[src/rtl/muldiv_pkg.sv]
package muldiv_pkg;

    // Operation codes: bit 1 selects divide, bit 0 selects unsigned.
    typedef enum logic [1:0] {
        MD_MUL_S = 2'd0,
        MD_MUL_U = 2'd1,
        MD_DIV_S = 2'd2,
        MD_DIV_U = 2'd3
    } md_op_e;

    function automatic logic md_is_div(input logic [1:0] op);
        return op[1];
    endfunction

    function automatic logic md_is_signed(input logic [1:0] op);
        return !op[0];
    endfunction

endpackage

[src/rtl/muldiv_sign.sv]
module muldiv_sign #(
    parameter int W = 32
) (
    input  logic [1:0]   op_i,
    input  logic [W-1:0] a_i,
    input  logic [W-1:0] b_i,
    output logic [W-1:0] mag_a_o,
    output logic [W-1:0] mag_b_o,
    output logic         neg_main_o,
    output logic         neg_rem_o
);
    import muldiv_pkg::*;

    logic sgn;
    logic a_neg;
    logic b_neg;

    always_comb begin
        sgn        = md_is_signed(op_i);
        a_neg      = sgn && a_i[W-1];
        b_neg      = sgn && b_i[W-1];
        mag_a_o    = a_neg ? (~a_i + 1'b1) : a_i;
        mag_b_o    = b_neg ? (~b_i + 1'b1) : b_i;
        neg_main_o = a_neg ^ b_neg;
        neg_rem_o  = a_neg;
    end

endmodule

[src/rtl/muldiv_step.sv]
module muldiv_step #(
    parameter int W = 32
) (
    input  logic         is_div_i,
    input  logic [W-1:0] acc_i,
    input  logic [W-1:0] lo_i,
    input  logic [W-1:0] opnd_i,
    output logic [W-1:0] acc_o,
    output logic [W-1:0] lo_o
);

    logic [W:0] sum;
    logic [W:0] shifted;
    logic [W:0] trial;

    always_comb begin
        // multiply: conditional add then shift the {acc, lo} pair right
        sum     = {1'b0, acc_i} + (lo_i[0] ? {1'b0, opnd_i} : '0);
        // divide: shift the {rem, quotient} pair left then try a subtract
        shifted = {acc_i, lo_i[W-1]};
        trial   = shifted - {1'b0, opnd_i};
        if (is_div_i) begin
            if (!trial[W]) begin
                acc_o = trial[W-1:0];
                lo_o  = {lo_i[W-2:0], 1'b1};
            end else begin
                acc_o = shifted[W-1:0];
                lo_o  = {lo_i[W-2:0], 1'b0};
            end
        end else begin
            acc_o = sum[W:1];
            lo_o  = {sum[0], lo_i[W-1:1]};
        end
    end

endmodule

[src/rtl/muldiv_fix.sv]
module muldiv_fix #(
    parameter int W = 32
) (
    input  logic         is_div_i,
    input  logic         neg_main_i,
    input  logic         neg_rem_i,
    input  logic [W-1:0] acc_i,
    input  logic [W-1:0] lo_i,
    output logic [W-1:0] hi_o,
    output logic [W-1:0] lo_o
);

    localparam int PW = 2 * W;

    logic [PW-1:0] prod;
    logic [W-1:0]  quo;
    logic [W-1:0]  rem;

    always_comb begin
        prod = {acc_i, lo_i};
        if (neg_main_i) begin
            prod = ~prod + 1'b1;
        end
        quo = neg_main_i ? (~lo_i + 1'b1) : lo_i;
        rem = neg_rem_i ? (~acc_i + 1'b1) : acc_i;
        if (is_div_i) begin
            hi_o = rem;
            lo_o = quo;
        end else begin
            hi_o = prod[PW-1:W];
            lo_o = prod[W-1:0];
        end
    end

endmodule

[src/rtl/muldiv_hilo.sv]
module muldiv_hilo #(
    parameter int W = 32
) (
    input  logic         clk,
    input  logic         rst_n,
    input  logic         start_i,
    input  logic [1:0]   op_i,
    input  logic [W-1:0] opa_i,
    input  logic [W-1:0] opb_i,
    output logic         busy_o,
    output logic         done_o,
    output logic         dz_o,
    output logic [W-1:0] hi_o,
    output logic [W-1:0] lo_o
);
    import muldiv_pkg::*;

    localparam int CNT_W = $clog2(W + 1);
    localparam logic [CNT_W-1:0] STEPS = CNT_W'(W);
    localparam logic [CNT_W-1:0] LAST  = CNT_W'(1);

    typedef struct packed {
        logic             busy;
        logic             done;
        logic             dz;
        logic             is_div;
        logic             neg_main;
        logic             neg_rem;
        logic [CNT_W-1:0] cnt;
        logic [W-1:0]     acc;
        logic [W-1:0]     work;
        logic [W-1:0]     opnd;
        logic [W-1:0]     hi;
        logic [W-1:0]     lo;
    } md_state_t;

    md_state_t st_d, st_q;

    logic [W-1:0] mag_a, mag_b;
    logic         in_neg_main, in_neg_rem;
    logic [W-1:0] step_acc, step_work;
    logic [W-1:0] fin_hi, fin_lo;

    muldiv_sign #(.W(W)) u_sign (
        .op_i       (op_i),
        .a_i        (opa_i),
        .b_i        (opb_i),
        .mag_a_o    (mag_a),
        .mag_b_o    (mag_b),
        .neg_main_o (in_neg_main),
        .neg_rem_o  (in_neg_rem)
    );

    muldiv_step #(.W(W)) u_step (
        .is_div_i (st_q.is_div),
        .acc_i    (st_q.acc),
        .lo_i     (st_q.work),
        .opnd_i   (st_q.opnd),
        .acc_o    (step_acc),
        .lo_o     (step_work)
    );

    muldiv_fix #(.W(W)) u_fix (
        .is_div_i   (st_q.is_div),
        .neg_main_i (st_q.neg_main),
        .neg_rem_i  (st_q.neg_rem),
        .acc_i      (step_acc),
        .lo_i       (step_work),
        .hi_o       (fin_hi),
        .lo_o       (fin_lo)
    );

    always_comb begin
        st_d      = st_q;
        st_d.done = 1'b0;
        st_d.dz   = 1'b0;
        if (st_q.busy) begin
            st_d.acc  = step_acc;
            st_d.work = step_work;
            st_d.cnt  = st_q.cnt - 1'b1;
            if (st_q.cnt == LAST) begin
                st_d.busy = 1'b0;
                st_d.done = 1'b1;
                st_d.hi   = fin_hi;
                st_d.lo   = fin_lo;
            end
        end else if (start_i) begin
            if (md_is_div(op_i) && (opb_i == '0)) begin
                st_d.done = 1'b1;
                st_d.dz   = 1'b1;
            end else begin
                st_d.busy     = 1'b1;
                st_d.cnt      = STEPS;
                st_d.is_div   = md_is_div(op_i);
                st_d.neg_main = in_neg_main;
                st_d.neg_rem  = in_neg_rem;
                st_d.acc      = '0;
                st_d.work     = mag_a;
                st_d.opnd     = mag_b;
            end
        end
    end

    always_ff @(posedge clk or negedge rst_n) begin
        if (!rst_n) begin
            st_q <= '0;
        end else begin
            st_q <= st_d;
        end
    end

    assign busy_o = st_q.busy;
    assign done_o = st_q.done;
    assign dz_o   = st_q.dz;
    assign hi_o   = st_q.hi;
    assign lo_o   = st_q.lo;

endmodule

[config.mk]
export PLATFORM = sky130hd
export DESIGN_NAME = muldiv_hilo
export DESIGN_NICKNAME = d
export VERILOG_FILES = /design/src/rtl/muldiv_pkg.sv /design/src/rtl/muldiv_sign.sv /design/src/rtl/muldiv_step.sv /design/src/rtl/muldiv_fix.sv /design/src/rtl/muldiv_hilo.sv
export SDC_FILE = /design/constraint.sdc
export NUM_CORES = 1
export LEC_CHECK = 0
export BUFFER_PORTS_ARGS = -buffer_cell sky130_fd_sc_hd__buf_4
export CORE_MARGIN = 1
export CORE_UTILIZATION = 40
export DETAILED_ROUTE_END_ITERATION = 7
export GPL_ROUTABILITY_DRIVEN = 0
export HOLD_SLACK_MARGIN = 0.15
export SYNTH_ARGS = -nofsm -noshare
export SYNTH_HDL_FRONTEND = slang
export SYNTH_SLANG_ARGS = --single-unit
export TNS_END_PERCENT = 10
[constraint.sdc]
create_clock -name clk -period 12 [get_ports clk]
set_clock_uncertainty 0.1 [all_clocks]
set_input_delay 0 -clock clk [delete_from_list [all_inputs] [get_ports clk]]
set_output_delay 0 -clock clk [all_outputs]
set_load 0.05 [all_outputs]
== Word-level counts from Yosys, hierarchy flattened ==
Cells that the tools add are included.

* Memory bits (read-only): 0
* Input bits: 69
* Latch bits: 0
* RAM bits: 0
* Output and inout port bits: 67
* Memories: 0
* Logic and storage cells: 59
* Register bits after elaboration: 172

* Shift-type cells: 0
* Div/mod/pow operators: 0
* Bitwise operators: 8
* $mul: 0
* Reduce and logical (&&, ||, !) cells: 9
* Add/subtract/negate cells: 8
* Equality and inequality tests: 2
* Magnitude comparators: 0
* Multiplexer cells: 20

{| class="wikitable"
|+ Operators by type and width
! operator !! number
|-
| $mux 32 || 10
|-
| $add 32x1->32 const B || 4
|-
| $not 32->32 || 4
|-
| $mux 108 || 1
|-
| $mux 105 || 1
|-
| $mux 70 || 1
|-
| $add 64x1->64 const B || 1
|-
| $mux 64 || 1
|-
| $not 64->64 || 1
|-
| $add 32x33->33 || 1
|-
| $sub 33x32->33 || 1
|-
| $logic_not 32->1 || 1
|-
| $eq 6x1->1 const B || 1
|-
| $mux 2 || 3
|-
| $sub 6x1->6 const B || 1
|-
| $mux 4 || 1
|-
| $reduce_and 2->1 || 2
|-
| $logic_and 1x1->1 || 3
|-
| $reduce_and 3->1 || 1
|-
| $mux 1 || 2
|-
| $ne 2x2->1 const B || 1
|-
| $not 1->1 || 2
|-
| $reduce_bool 2->1 || 1
|-
| $logic_not 1->1 || 1
|-
| $xor 1x1->1 || 1
|}

== Longest topological paths before layout ==
Gate-level depths: netlist of the first run.

* Depth in word-level cells: 7
* Gate-level depth with buffers: 24
* Mapped depth without buffers: 23

== Hierarchy ==
A second synthesis of the first run with hierarchy kept.

* Cells, all modules: 1,764
* Area, all modules: 15,529.9 um2

{| class="wikitable"
|+ Modules (own cells, without submodules)
! module !! times used !! seq. area each (um2) !! area an instance (um2) !! cells each
|-
| muldiv_hilo || 1 || 4,304.1 || 7,689.9 || 615
|-
| muldiv_step || 1 || 0.0 || 4,590.7 || 663
|-
| muldiv_fix || 1 || 0.0 || 1,661.6 || 252
|-
| muldiv_sign || 1 || 0.0 || 1,587.8 || 234
|}

== Least setup slack after synthesis of the first run ==
No wires, ideal clock.

* Path kind: flip-flop to flip-flop
* From: register st_q[127] (netlist name)
* To: register st_q, in the netlist hi_o[18]
* Library setup time: 0.083 ns
* Stages on the path, launching flop included: 25
* Clock period less this slack: 5.466 ns
* Data required time: 11.817 ns
* Path buffers: 1
* Arrival: 5.283 ns
* Slack: 6.534 ns
* Cell sequence: dfrtp_1 -> inv_1 -> ha_1 -> fa_1 -> nand2b_1 -> a21oi_2 -> o211ai_2 -> a21boi_2 -> o21ai_2 -> clkbuf_1 -> nand2_1 -> nor2_1 -> a21oi_1 -> ha_1 -> o211ai_1 -> or3_1 -> or3_1 -> or3_1 -> or2_1 -> nor3_1 -> nand4b_1 -> a21oi_1 -> a22oi_1 -> xnor2_1 -> o21ai_0

* Cells in the longest elaborated chain, start to end: 7
* Elaborated cells between the ends (all ways): 12
* Those cells by class: 3 x add/sub; 7 x mux; 2 x bitwise

{| class="wikitable"
|+ RTL lines
! element !! line !! text
|-
| from (decl) || muldiv_hilo.sv:37 || <nowiki>md_state_t st_d, st_q;</nowiki>
|-
| from (signal assigned) || muldiv_hilo.sv:108 || <nowiki>st_q <= st_d;</nowiki>
|-
| $sub 33x32->33 || muldiv_step.sv:21 || <nowiki>trial = shifted - {1'b0, opnd_i};</nowiki>
|-
| $mux 1 or $mux 32 (tied branches) || muldiv_step.sv:23 || <nowiki>if (!trial[W]) begin</nowiki>
|-
| $mux 32 || muldiv_step.sv:22 || <nowiki>if (is_div_i) begin</nowiki>
|-
| $not 64->64 or $not 32->32 (tied branches) || muldiv_fix.sv:22, muldiv_fix.sv:25 ||
|-
| $add 64x1->64 or $add 32x1->32 (tied branches) || muldiv_fix.sv:22, muldiv_fix.sv:25 ||
|-
| $mux 64 or $mux 32 (tied branches) || muldiv_fix.sv:21, muldiv_fix.sv:25 ||
|-
| $mux 32 (*) || muldiv_fix.sv:26 || <nowiki>if (is_div_i) begin</nowiki>
|}

Mark *: on every way between the ends. The rest lies on a longest branch, timed or not.
A chain may end at the register's enable or synchronous reset.

== Worst setup path in the final report of the first run ==
Ends and elaborated chain as after synthesis.

==> results of run 1 <==
==> worst max-delay path: stages (launching register included) <==
cell and delay (ns):
dfrtp_1 0.38, inv_1 0.08, ha_1 0.21, fa_1 0.40, nand2b_1 0.20, a21oi_2 0.28
o211ai_2 0.25, a21boi_2 0.53, o21ai_2 0.10, nand2_1 0.50, nor2_1 0.16, a21oi_1 0.32
ha_1 0.23, o211ai_1 0.12, or3_1 0.41, or3_1 0.45, or3_1 0.45, or2_1 0.34
nor3_1 0.35, nand4b_1 0.17, a21oi_1 0.30, a22oi_1 0.13, xnor2_1 0.14, o21ai_0 0.17
==> cell families (layout without fill, tap and decap cells) <==
group,Yosys count,count (layout),synth area share [%]
and+or+nand+nor,721,721,21.3
AOI/OAI and AO/OA,629,629,25.0
buffers and inverters,229,350,7.21
DFF,172,172,27.5
xor gates and xnor gates,165,165,9.23
adders and majority gates,72,72,5.85
muxes,59,59,3.91
==> worst paths after layout <==
check	from	endpoint
max reg2reg	st_q[127]$_DFFE_PN0P_	hi_o[18]$_DFFE_PN0P_
max in group asynchronous	rst_n	st_q[151]$_DFFE_PN0P_
max	st_q[127]$_DFFE_PN0P_	hi_o[18]$_DFFE_PN0P_
min in group asynchronous	rst_n	lo_o[14]$_DFFE_PN0P_
min	opb_i[0]	st_q[64]$_DFFE_PN0P_
min reg2reg	st_q[165]$_DFFE_PN0P_	st_q[165]$_DFFE_PN0P_
==> flip-flops by register name (all words and copies together), names as in the netlist <==
register  cells
dz_o          1
lo_o         32
busy_o        1
hi_o         32
done_o        1
st_q        105
==> cell type report <==
| cell class | count | area share [%] |
|---|---|---|
| Clock buffer | 18 | 2.35 |
| Sequential cell | 172 | 23.6 |
| Inverter | 56 | 1.15 |
| Tap cell | 518 | 3.55 |
| Timing Repair Buffer | 262 | 12.3 |
| Clock inverter | 14 | 0.911 |
| Multi-Input combinational cell | 1646 | 56.1 |
==> metrics by stage <==
stage | instances | instance area, um2 | util, % | hold slack, ns
floorplan | 2047 | 15700 | - | -0.396
global placement | 2547 | 16600 | 42.9 | -0.123
detailed placement | 2547 | 16600 | 42.9 | -0.125
CTS | 2686 | 18300 | 47.3 | 0.302
global route | 2686 | 18300 | 47.3 | 0.364
finish | 2686 | 18300 | 47.3 | 0.317
==> per-layer routing <==
layer / part of all wire, % / GRT usage, % / vias up
li1: - / - / 7464
met1: 47 / 39.1 / 7505
met2: 41 / 38.0 / 765
met3: 9.6 / 5.88 / 77
met4: 1.7 / 6.64 / 0
met5: 0 / 0 / -
==> Yosys cell counts, types with 48 or more instances <==
library cell / instances
buf_4: 66
o21ai_0: 221
nor3_1: 48
dfrtp_1: 172
inv_1: 55
nor2_1: 178
xnor2_1: 101
a21oi_1: 150
clkbuf_1: 73
nand2_1: 309
xor2_1: 64
ha_1: 70
==> timing repair <==
item | in CTS | in global routing
hold endpoints to repair | 220 | 0
hold buffers | 107 | 0
buffers inserted | 0 | 0
==> impl_metrics.json, run 1 <==
{
  "via_per_inst": 5.89,
  "ff2ff_path_depth": 23,
  "synth.avg_cell_area_um2": 7.65,
  "ys_types": 89,
  "grt_pass1_wl_um": 80800,
  "synth-edff-count": 0,
  "synth_nets": 2188,
  "ctsLongestPathBuffers": 2,
  "min_path_cells": 4,
  "r2r_setup_slack_ns": 5.15,
  "portBuffers": 135,
  "finalHoldViolCount": 0,
  "grtUsageTotal_pct": 26.3,
  "worst-setup-path-type": "reg2reg",
  "antenna-diode-count": 0,
  "pin_count": 136,
  "start_util_pct": 40.5,
  "wl_per_cell_um": 19.9,
  "status": "complete, no violations",
  "rsz0062_at_grt": "false",
  "fmax_ghz": 0.146,
  "final_common_cell": "nand2_1",
  "cp_data_required_time_ns": 12.29,
  "pre_cts_slack_ns": 5.26,
  "overflow": 0,
  "final-seq-area_um2": 4310,
  "final_cell_mix": "nand2_1, o21ai_0, nor2_1, dfrtp_1, buf_4",
  "synth_warnings": 0,
  "nFillCells": 3748,
  "dr_total_vias": 15800,
  "grt_antenna_before_repair": 0,
  "drtPass1Iterations": 6,
  "slew_headroom_pct": 22.6,
  "setup_viol": 0,
  "min_period_over_period_pct": 57.1,
  "drt_iter0_markers": 1878,
  "critPathMaxFanout": 16,
  "grt_max_degree": 96,
  "tns_ns": 0,
  "synth_area_leaders": "dfrtp_1, nand2_1, o21ai_0",
  "syn-cell-area_um2": 15700,
  "drive_above_1_share_pct": 12.0,
  "dp_hpwl_um": 39800,
  "routed_wl_um": 53400,
  "ys_seq_elements": 172,
  "multiInputGateArea_um2": 10300,
  "cp.arrival_ns": 7.14,
  "cts_resized": 0,
  "tightest_slew_ns": 1.16,
  "die_area_um2": 39900,
  "cts_buffers": 17,
  "post-route-drc-count": 0,
  "cts.sinks": 172,
  "die_x_um": 200,
  "min_period_ns": 6.85,
  "hold_path.class": "in2reg",
  "clk_pin_slew_ns": 0.09,
  "maxCapViolCount": 0,
  "synth_cells": 2047,
  "syn_to_final_growth_pct": 16.7,
  "setup_slack_ns": 5.15,
  "fin_nets": 2296,
  "antenna_left": 0,
  "end_kind": "flop",
  "grt_pass1_vias": 14300,
  "cts_tree": "yes",
  "rows": 72,
  "ys_async_sr_fraction_pct": 100,
  "core_um2": 38600,
  "synthFlopType": "dfrtp_1",
  "clk_latency_ns": 0.46,
  "start_kind": "flop",
  "cts-root-buf": "clkbuf_16",
  "slew_viol_final": 0,
  "synth_top_area_share_pct": 27.5,
  "seq_area_frac_synth_pct": 27.5,
  "yosysTopAreaCell": "dfrtp_1",
  "die_y_um": 200,
  "htree_levels": 4
}
Power of run 1 is not shown: default switching activity piles up to over one toggle a cycle in this logic, so the estimate is an artifact.
==> run 2, diff against run 1 <==
Clock period 12 ns to 5.6 ns, I/O delays scaled along.
==> run 2 against run 1 <==
Against the previous run:
- via count grew 1.8%
- sequential cell count is the same
- register-to-register slack lost 5.0 ns
- fmax grew 25%
- sequential share of layout area shrank 0.67 points
- cell area grew 2.9%
- first-iteration DRC count grew 7.0%
- critical path type unchanged
==> impl_metrics.json, run 2 (synthesized netlist as in run 1, its figures left out) <==
{
  "path_cells": "clkinvlp_4 -> nor2_1 -> ha_1 -> and3_1 -> a221o_1 -> a21oi_1 -> o31ai_1 -> xor2_1 -> nor2_1 -> a31oi_1 -> nor4_4 -> nand3_1 -> o41ai_1 -> a221oi_1 -> xnor2_1 -> o21ai_1",
  "final_cell_mix": "nand2_1, o21ai_0, buf_4, nor2_1, dfrtp_1",
  "final_cells": 2745,
  "cp-startpoint": "st_q[96]$_DFFE_PN0P_",
  "cts_buffers": 17,
  "antenna_left": 0,
  "place_inst": 2605,
  "multiInputGateArea_um2": 10300,
  "cts.sinks": 172,
  "finalHoldViolCount": 0,
  "cts_tree": "yes",
  "critPathMaxFanout": 15,
  "htree_levels": 4,
  "routed_wl_um": 55200,
  "setup_viol": 0,
  "clk_pin_slew_ns": 0.07,
  "maxCapViolCount": 0,
  "rows": 72,
  "syn_to_final_growth_pct": 20.1,
  "drtPass1Iterations": 6,
  "cpPeakStageDelay_ns": 0.65,
  "drt_iter0_markers": 2010,
  "min_period_over_period_pct": 98.2,
  "regToRegStartpoint": "st_q[96]$_DFFE_PN0P_",
  "dp_hpwl_um": 41700,
  "portBuffers": 135,
  "post-route-drc-count": 0,
  "start_util_pct": 40.5,
  "rsz0062_at_grt": "true",
  "final_common_cell": "nand2_1",
  "cp.arrival_ns": 5.72,
  "slew_viol_final": 0,
  "cp_data_required_time_ns": 5.82,
  "dr_total_vias": 16100,
  "fin_nets": 2355,
  "antenna-diode-count": 0,
  "ctsLongestPathBuffers": 2,
  "cts-root-buf": "clkbuf_16",
  "hp-start": "op_i[1]",
  "cp_slowest_cell": "nor4_4",
  "grt_pass1_vias": 14600,
  "path_delay_family": "compound AO/OA/AOI/OAI gates",
  "min_period_ns": 5.50,
  "clk_latency_ns": 0.47,
  "largest_reg_flops": 105,
  "tightest_slew_ns": 1.07,
  "end_kind": "flop",
  "grt_antenna_before_repair": 0,
  "worst-setup-path-type": "reg2reg",
  "pin_count": 136,
  "fmax_ghz": 0.182,
  "grt_max_degree": 97,
  "top_register": "st_q",
  "drive_above_1_share_pct": 14.7,
  "final-seq-area_um2": 4310,
  "slew_headroom_pct": 28.6,
  "die_y_um": 200,
  "overflow": 0,
  "crit_top_cell": "nor2_1",
  "nFillCells": 3786,
  "core_um2": 38600,
  "die_area_um2": 39900,
  "hold_path.class": "in2reg",
  "status": "complete, no violations",
  "grtUsageTotal_pct": 27.7,
  "via_per_inst": 5.86,
  "die_x_um": 200,
  "start_kind": "flop",
  "grt_pass1_wl_um": 84600,
  "worst-path-buf-inv": 1,
  "wl_per_cell_um": 20.1
}
run 2: cell count changes in the layout (fill, tap and decap cells not counted), sizes merged:
cell | before | now
clkbuf | 18 | 20
clkinv | 3 | 4
bufinv | 1 | 2
dlygate4sd3 | 106 | 107
buf | 156 | 214
inv | 64 | 60
run 2: final cells by class:
cell class              count  area share [%]
inverters                  56            1.14
clock buffers              20            2.43
multi-input cells        1646            54.8
flip-flops and latches    172            22.9
repair buffers            321            14.4
well taps                 518            3.45
clock inverters            12           0.812
run 2: timing repair:
action	in CTS	in global routing
resized for setup	0	13
setup endpoints to repair	0	12
hold endpoints to repair	206	0
setup buffers	0	0
hold buffers	108	0
run 2: metrics by stage:
stage	hold WS [ns]	setup WS, ns	cell area, um2	util (%)	setup TNS (ns)
final	0.235	0.101	18800	48.7	0
after global routing	0.284	-0.00148	18800	48.7	-0.00148
after CTS	0.222	0.112	18700	48.5	0
after detailed placement	-0.0191	0.150	17000	44.1	0
after global placement	-0.0254	0.240	17000	44.1	0
after floorplan	-0.396	0.134	15700	-	0
run 2: worst paths after layout:
path	endpoint	slack (ns)	cells after the start
setup / recovery	hi_o[29]$_DFFE_PN0P_	0.10	16
hold / removal	st_q[168]$_DFFE_PN0P_	0.24	4
setup reg to reg	hi_o[29]$_DFFE_PN0P_	0.10	16
hold reg to reg	lo_o[31]$_DFFE_PN0P_	0.38	2
max in group asynchronous	busy_o$_DFF_PN0_	4.29	4
min in group asynchronous	lo_o[13]$_DFFE_PN0P_	0.56	4
run 2: tightest hold or removal path: stages:
cell	delay [ns]
dlygate4sd3_1	0.52
buf_4	0.12
nand2_1	0.04
o21ai_0	0.07
run 2: metal layers:
layer | GRT usage [%] | wire [um] | part of all wire (%)
met5 | 0 | 0 | 0
met4 | 6.73 | 1000 | 1.8
met3 | 5.38 | 5280 | 9.6
met2 | 39.9 | 23100 | 42
met1 | 41.8 | 25900 | 47
Power of run 2 is left out for the same reason.
